`config.mk`:
```
export PLATFORM = sky130hd
export DESIGN_NAME = fmul_sp
export DESIGN_NICKNAME = d
export VERILOG_FILES = /design/src/rtl/fmul_pkg.sv /design/src/rtl/fmul_unpack.sv /design/src/rtl/fmul_core.sv /design/src/rtl/fmul_norm.sv /design/src/rtl/fmul_sp.sv
export SDC_FILE = /design/constraint.sdc
export NUM_CORES = 1
export LEC_CHECK = 0
export BUFFER_PORTS_ARGS = -buffer_cell sky130_fd_sc_hd__buf_2
export CAP_MARGIN = 20
export CORE_UTILIZATION = 45
export CTS_CLUSTER_SIZE = 12
export DETAILED_ROUTE_END_ITERATION = 7
export PLACE_DENSITY_LB_ADDON = 0.08
export REMOVE_ABC_BUFFERS = 1
export SLEW_MARGIN = 30
export SYNTH_ARGS = -nofsm -noshare
export SYNTH_HDL_FRONTEND = slang
export SYNTH_SLANG_ARGS = --single-unit
```
`constraint.sdc`:
```
create_clock -name clk -period 9.6 [get_ports clk]
set_clock_uncertainty 0.15 [all_clocks]
set_input_delay 2.88 -clock clk [delete_from_list [all_inputs] [get_ports clk]]
set_output_delay 2.88 -clock clk [all_outputs]
set_load 0.03 [all_outputs]
```
`src/rtl/fmul_pkg.sv`:
```
package fmul_pkg;

    localparam int FP_EXP_W  = 8;
    localparam int FP_FRAC_W = 23;
    localparam int FP_BIAS   = 127;

    localparam int FP_W     = 1 + FP_EXP_W + FP_FRAC_W;
    localparam int SIG_W    = FP_FRAC_W + 1;
    localparam int PROD_W   = 2 * SIG_W;
    localparam int EXPI_W   = FP_EXP_W + 2;
    localparam int EXP_MAX  = (1 << FP_EXP_W) - 1;

    typedef struct packed {
        logic                 sign;
        logic [FP_EXP_W-1:0]  exp;
        logic [FP_FRAC_W-1:0] frac;
    } fp_word_t;

    typedef struct packed {
        logic                     valid;
        logic                     sign;
        logic signed [EXPI_W-1:0] exp;
        logic [PROD_W-1:0]        prod;
    } mul_stage_t;

    function automatic fp_word_t split_word(input logic [FP_W-1:0] w);
        fp_word_t f;
        f.sign = w[FP_W-1];
        f.exp  = w[FP_W-2 -: FP_EXP_W];
        f.frac = w[FP_FRAC_W-1:0];
        return f;
    endfunction

    function automatic logic [SIG_W-1:0] with_hidden(input fp_word_t f);
        return {1'b1, f.frac};
    endfunction

endpackage

```
`src/rtl/fmul_unpack.sv`:
```
module fmul_unpack
    import fmul_pkg::*;
(
    input  logic [FP_W-1:0] word,
    output fp_word_t        fields
);
    always_comb fields = split_word(word);
endmodule

```
`src/rtl/fmul_core.sv`:
```
module fmul_core
    import fmul_pkg::*;
(
    input  logic       clk,
    input  logic       rst,
    input  logic       in_valid,
    input  fp_word_t   fa,
    input  fp_word_t   fb,
    output mul_stage_t st
);
    logic signed [EXPI_W-1:0] exp_sum;
    logic [PROD_W-1:0]        sig_prod;

    always_comb begin
        exp_sum = signed'(EXPI_W'(fa.exp)) + signed'(EXPI_W'(fb.exp))
                - signed'(EXPI_W'(FP_BIAS));
        sig_prod = PROD_W'(with_hidden(fa)) * PROD_W'(with_hidden(fb));
    end

    always_ff @(posedge clk) begin
        if (rst) begin
            st <= '0;
        end else begin
            st.valid <= in_valid;
            st.sign  <= fa.sign ^ fb.sign;
            st.exp   <= exp_sum;
            st.prod  <= sig_prod;
        end
    end
endmodule

```
`src/rtl/fmul_norm.sv`:
```
module fmul_norm
    import fmul_pkg::*;
(
    input  logic            clk,
    input  logic            rst,
    input  mul_stage_t      st,
    output logic            out_valid,
    output logic [FP_W-1:0] product,
    output logic            ovf,
    output logic            unf
);
    logic                     carry;
    logic signed [EXPI_W-1:0] exp_fin;
    logic [FP_FRAC_W-1:0]     frac_kept;
    logic                     too_big;
    logic                     too_small;
    fp_word_t                 packed_res;

    always_comb begin
        carry     = st.prod[PROD_W-1];
        exp_fin   = st.exp + signed'(EXPI_W'(carry));
        frac_kept = carry ? st.prod[PROD_W-2 -: FP_FRAC_W]
                          : st.prod[PROD_W-3 -: FP_FRAC_W];
        too_big   = exp_fin >= signed'(EXPI_W'(EXP_MAX));
        too_small = exp_fin <= signed'(EXPI_W'(0));
        packed_res.sign = st.sign;
        if (too_big) begin
            packed_res.exp  = '1;
            packed_res.frac = '0;
        end else if (too_small) begin
            packed_res.exp  = '0;
            packed_res.frac = '0;
        end else begin
            packed_res.exp  = exp_fin[FP_EXP_W-1:0];
            packed_res.frac = frac_kept;
        end
    end

    always_ff @(posedge clk) begin
        if (rst || !st.valid) begin
            out_valid <= 1'b0;
            product   <= '0;
            ovf       <= 1'b0;
            unf       <= 1'b0;
        end else begin
            out_valid <= 1'b1;
            product   <= packed_res;
            ovf       <= too_big;
            unf       <= too_small && !too_big;
        end
    end
endmodule

```
`src/rtl/fmul_sp.sv`:
```
module fmul_sp
    import fmul_pkg::*;
(
    input  logic        clk,
    input  logic        rst,
    input  logic        in_valid,
    input  logic [31:0] op_a,
    input  logic [31:0] op_b,
    output logic        out_valid,
    output logic [31:0] product,
    output logic        ovf,
    output logic        unf
);
    fp_word_t   fld [2];
    mul_stage_t st1;

    for (genvar gi = 0; gi < 2; gi++) begin : g_unpack
        fmul_unpack u_unp (
            .word   (gi == 0 ? op_a : op_b),
            .fields (fld[gi])
        );
    end

    fmul_core u_core (
        .clk      (clk),
        .rst      (rst),
        .in_valid (in_valid),
        .fa       (fld[0]),
        .fb       (fld[1]),
        .st       (st1)
    );

    fmul_norm u_norm (
        .clk       (clk),
        .rst       (rst),
        .st        (st1),
        .out_valid (out_valid),
        .product   (product),
        .ovf       (ovf),
        .unf       (unf)
    );
endmodule

```
## Word level (Yosys, flattened, before mapping)

Cells that the tools add are included.

- $add $sub $neg: 3
- Multiply operators: 1
- $lt $le $gt $ge: 2
- Mux-type cells: 4
- Bitwise operators: 1
- Reductions and logical operators: 5

Operators by type and width:

| operator | number |
|---|---|
| 31-bit two-way mux | 2 |
| 24-bit by 24-bit multiplier with 48-bit output | 1 |
| 23-bit two-way mux | 1 |
| 10-bit by 2-bit adder with 10-bit output | 1 |
| 10-bit by 9-bit >= comparator with 1-bit output (second input constant) | 1 |
| 10-bit by 1-bit less-or-equal comparator with 1-bit output (second input constant) | 1 |
| 10-bit by 8-bit subtractor with 10-bit output (second input constant) | 1 |
| 8-bit by 8-bit adder with 9-bit output | 1 |
| 3-bit OR reduction | 1 |
| 1-bit logical NOT | 2 |
| 1-bit logical AND | 1 |
| 1-bit logical OR | 1 |
| 1-bit two-way mux | 1 |
| 1-bit XOR | 1 |

- Register bits: 95
- Bits of input ports: 67
- Output and inout port bits: 35
- Word-level logic and storage cells: 25

## Logic depth before layout (Yosys ltp)

- Word-level depth: 4
- Gate-level depth with buffers: 26

## Cells and area by module

Synthesis repeated with hierarchy kept, for this count alone.

- Cell total of the unflattened synthesis: 2549
- Area total of the unflattened synthesis: 22668.0 µm²

Modules (own cells, without submodules):

| module | instances | cells each | area an instance (µm²) | sequential area each (µm²) |
|---|---|---|---|---|
| fmul_core | 1 | 2332 | 20679.8 | 1201.2 |
| fmul_norm | 1 | 153 | 1507.7 | 700.7 |
| fmul_unpack | 2 | 32 | 240.2 | 0.0 |

## Least setup slack after synthesis

No wires, ideal clock.

- Path type: in2reg
- From: input op_a[22]
- To: register, netlist name u_core.st[43]
- Library setup time: 0.078 ns
- Data arrival time: 8.935 ns
- Data required time: 9.372 ns
- Setup slack: 0.437 ns
- Cell stages on the path: 25
- Path buffers: 3
- Path through: clkbuf_1 clkbuf_1 nand2_1 fa_1 inv_1 fa_1 inv_1 fa_1 fa_1 inv_1 fa_1 fa_1 inv_1 fa_1 inv_1 ha_1 buf_2 and4_1 nand2_1 nor2_1 a2111oi_4 a21boi_2 o211a_1 o21a_1 nor3_1

- Cells in the longest elaborated chain, start to end: 1

Ends and longest elaborated chain:

| element | RTL line | source |
|---|---|---|
| start, declared | fmul_sp.sv:7 | `input logic [31:0] op_a,` |
| 24-bit by 24-bit multiplier with 48-bit output | fmul_core.sv:17 | `sig_prod = PROD_W'(with_hidden(fa)) * PROD_W'(with_hidden(fb));` |

No other way between the ends.
A chain may end at the register's enable or synchronous reset.

## Worst setup path in the final report

- From: input op_b[2]
- To: register, netlist name u_core.st[33]

- Cells in the longest elaborated chain, start to end: 1

Ends and longest elaborated chain:

| element | RTL line | source |
|---|---|---|
| start, declared | fmul_sp.sv:8 | `input logic [31:0] op_b,` |
| 24-bit by 24-bit multiplier with 48-bit output | fmul_core.sv:17 |  |

No other way between the ends.

==> run summary <==
port bufs -> 101
ranking of synthesized cells by area -> fa_1, ha_1, inv_1, and2_1, dfxtp_1
WP data required -> 9.66 ns
routed wire length -> 57.6 mm
Die Span Y -> 219 µm
EDFF count, synth -> 0
CTS tree -> yes
Slowest cell on crit path -> fa_1
WHS Path Cells -> 1
met1 Track Usage GR -> 36.4%
Placement Rows -> 79
share of cells above drive strength 1 -> 8.04%
most frequent CP cell -> fa_1
Cells after Synth -> 2387
DR vias/cell -> 5.06
Cell variety after synth -> 61
min cycle time layout -> 9.27 ns
Seq cells post-synth -> 72
Max-Cap Viols -> 0
# IOs -> 102
Final #Nets -> 3187
met3 GRT Util -> 6.56%
share of flip-flops with an asynchronous set or reset -> 0%
Initial Utilization -> 45.6%
cell taking the most area after synthesis -> fa_1
largest net degree at the start of global routing -> 40
Final Util -> 49.4%
Critical Path AT -> 9.32 ns
All-Layer GR Usage -> 25.3%
synth warn -> 0
worst min path class -> reg2reg
Clock Tree Buf Depth -> 2
clk root buf -> clkbuf_16
CP peak stage delay -> 0.67 ns
# setup viols final -> 0
reg-to-reg setup timing slack -> 6.56 ns
estimated wirelength of the detail-placed design -> 50.8 mm
1st-pass router iterations -> 7
GR Layer Usage met2 -> 39.7%
H-tree depth -> 3
type of destination of the critical path -> register
worst-case reg-to-reg path depth -> 11
RSZ-0062 raised after global routing -> false
Worst Setup Path Type -> in2reg
Antenna diodes -> 0
fin. max-slew vios -> 0
Post-route DRC -> 0
worst r2r src -> u_core.st[47]
ys flop type -> dfxtp_1
Fillers -> 4597
Layout area overhead -> 8.16%
Post-CTS Hold Buffers -> 0
setup TNS -> 0 ns
count leader, synth -> inv_1
CTS resizes -> 0
Slew headroom -> 63.4%
clock sink count -> 72
Clk pin slew, worst setup/hold paths -> 0.06 ns
status -> finished clean
GR peak layer -> met2
antenna violations before repair -> 0
postcts setup bufs -> 0
fmax -> 108 MHz
CP Launch Point -> op_b[2]
CP Max Fanout -> 16
Worst Setup Start Kind -> input port
initial detailed-routing violation count -> 823
post-synth top area share -> 45.5%
post-synthesis sequential area ratio -> 6.80%
final hold viol count -> 0
Die X -> 219 µm
Synth Cell Area -> 21200 µm²
CTS buffer count -> 9
synth cell count leaders -> inv_1, fa_1, nand2_1, and2_1, ha_1
Final GP Congestion -> 0.880
Worst Tran Pin Value -> 0.549 ns
global-route wire length before repair -> 92.6 mm
number of routed nets with antenna violations -> 0
WL/cell -> 18.8 µm
CP Cell Sequence -> buf_2 > clkinv_1 > nor2_1 > ha_1 > fa_1 > inv_1 > fa_1 > fa_1 > inv_1 > fa_1 > fa_1 > inv_1 > fa_1 > inv_1 > ha_1 > buf_4 > a21o_1 > a21oi_1 > nor2b_1 > a2111oi_4 > a311o_1 > a21boi_1 > nor3_1 > nor3_2
die footprint -> 48000 µm²
Synth Area per Inst -> 8.88 µm²
Core Area -> 46500 µm²
Vias -> 15500
clk_lat worst skew -> 0.33 ns
Remaining Overflow, GRT -> 0
HP Start -> u_core.st[58]
capturing point of the worst reg2reg path -> u_norm.product[6]
vias in the first global route -> 16700
Hold Path Sink -> u_norm.product[31]
Final Cycle Share -> 96.5%
how the worst max path moves through the flow:
| stage | endpoint | depth (start not counted) |
|---|---|---|
| floorplan | u_core.st[43] | 24 |
| global placement | u_core.st[35] | 25 |
| detailed placement | u_core.st[33] | 25 |
| CTS | u_core.st[33] | 25 |
| global route | u_core.st[33] | 24 |
| finish | u_core.st[33] | 24 |
per-stage QoR:
step	area [µm²]	worst slack (ns)	cells	hold slack [ns]
after floorplan	20800	0.748	2276	0.256
after global placement	22600	0.0569	3054	0.261
after detailed placement	22600	0.0238	3054	0.269
after CTS	22900	0.373	3070	0.283
after global routing	22900	0.0362	3070	0.300
final	22900	0.335	3070	0.277
registers in the layout, summed over array words and instances (netlist names):
signal            flops
u_core.st            37
u_norm.out_valid      1
u_norm.product       32
u_norm.unf            1
u_norm.ovf            1
area by class of cell:
cell class | instances | area (µm²) | share of cell area [%]
inverter | 589 | 2210 | 9.64
timing repair buffer | 171 | 1100 | 4.79
multi-input combinational | 1615 | 17100 | 74.6
clock buffer | 12 | 256 | 1.12
clock inverter | 4 | 51.3 | 0.224
sequential | 72 | 1440 | 6.29
tap | 607 | 759 | 3.31
cell families after synthesis:
group                      synth area share (%)
and+or+nand+nor                            16.7
buffers and inverters                      12.5
adders and majority gates                  56.1
AOI/OAI and AO/OA                          4.97
DFF                                        6.80
xor gates and xnor gates                   1.74
muxes                                      1.19
layer usage:
layer  wire [µm]  vias to the layer above
li1            -                     7133
met4         392                        0
met3        4630                       25
met2       25300                      409
met5           0                        -
met1       27300                     7965
worst max-delay path, delay by kind of cell:
kind	cells	cell delay [ns]
fa+ha+maj	8	3.71
buf+inv	7	1.00
simple gates	4	0.54
compound gates	5	1.18
placed cells by master, fill, tap and decap left out, types with 3 or more instances in the layout:
cell       netlist  routed
xnor2_1         25      25
nand2_1        293     293
mux2i_1         24      24
o21a_1           7       7
nor2_1         107     107
a211oi_1         3       3
buf_4            0      65
and3_1          11      11
nor3b_1          4       4
a21oi_1         45      45
fa_1           482     482
ha_1           180     180
and4_1           4       4
nor2b_1          5       5
nand2b_1         3       3
o21ai_1         18      18
a31oi_1          6       6
o21ai_0         14      14
and2_1         242     242
buf_12           0       5
nand3_1         20      20
xor2_1          17      17
clkbuf_16        0       9
nor3_1          18      18
nand4_1         11      11
o21bai_1         9       9
buf_2            9      99
o211ai_1         4       4
dfxtp_1         72      72
a311oi_1         3       3
inv_1          586     586
a21o_1          25      25
o31ai_1          3       3
Power is not shown: default switching activity piles up to over one toggle a cycle in this logic, so the estimate is an artifact.
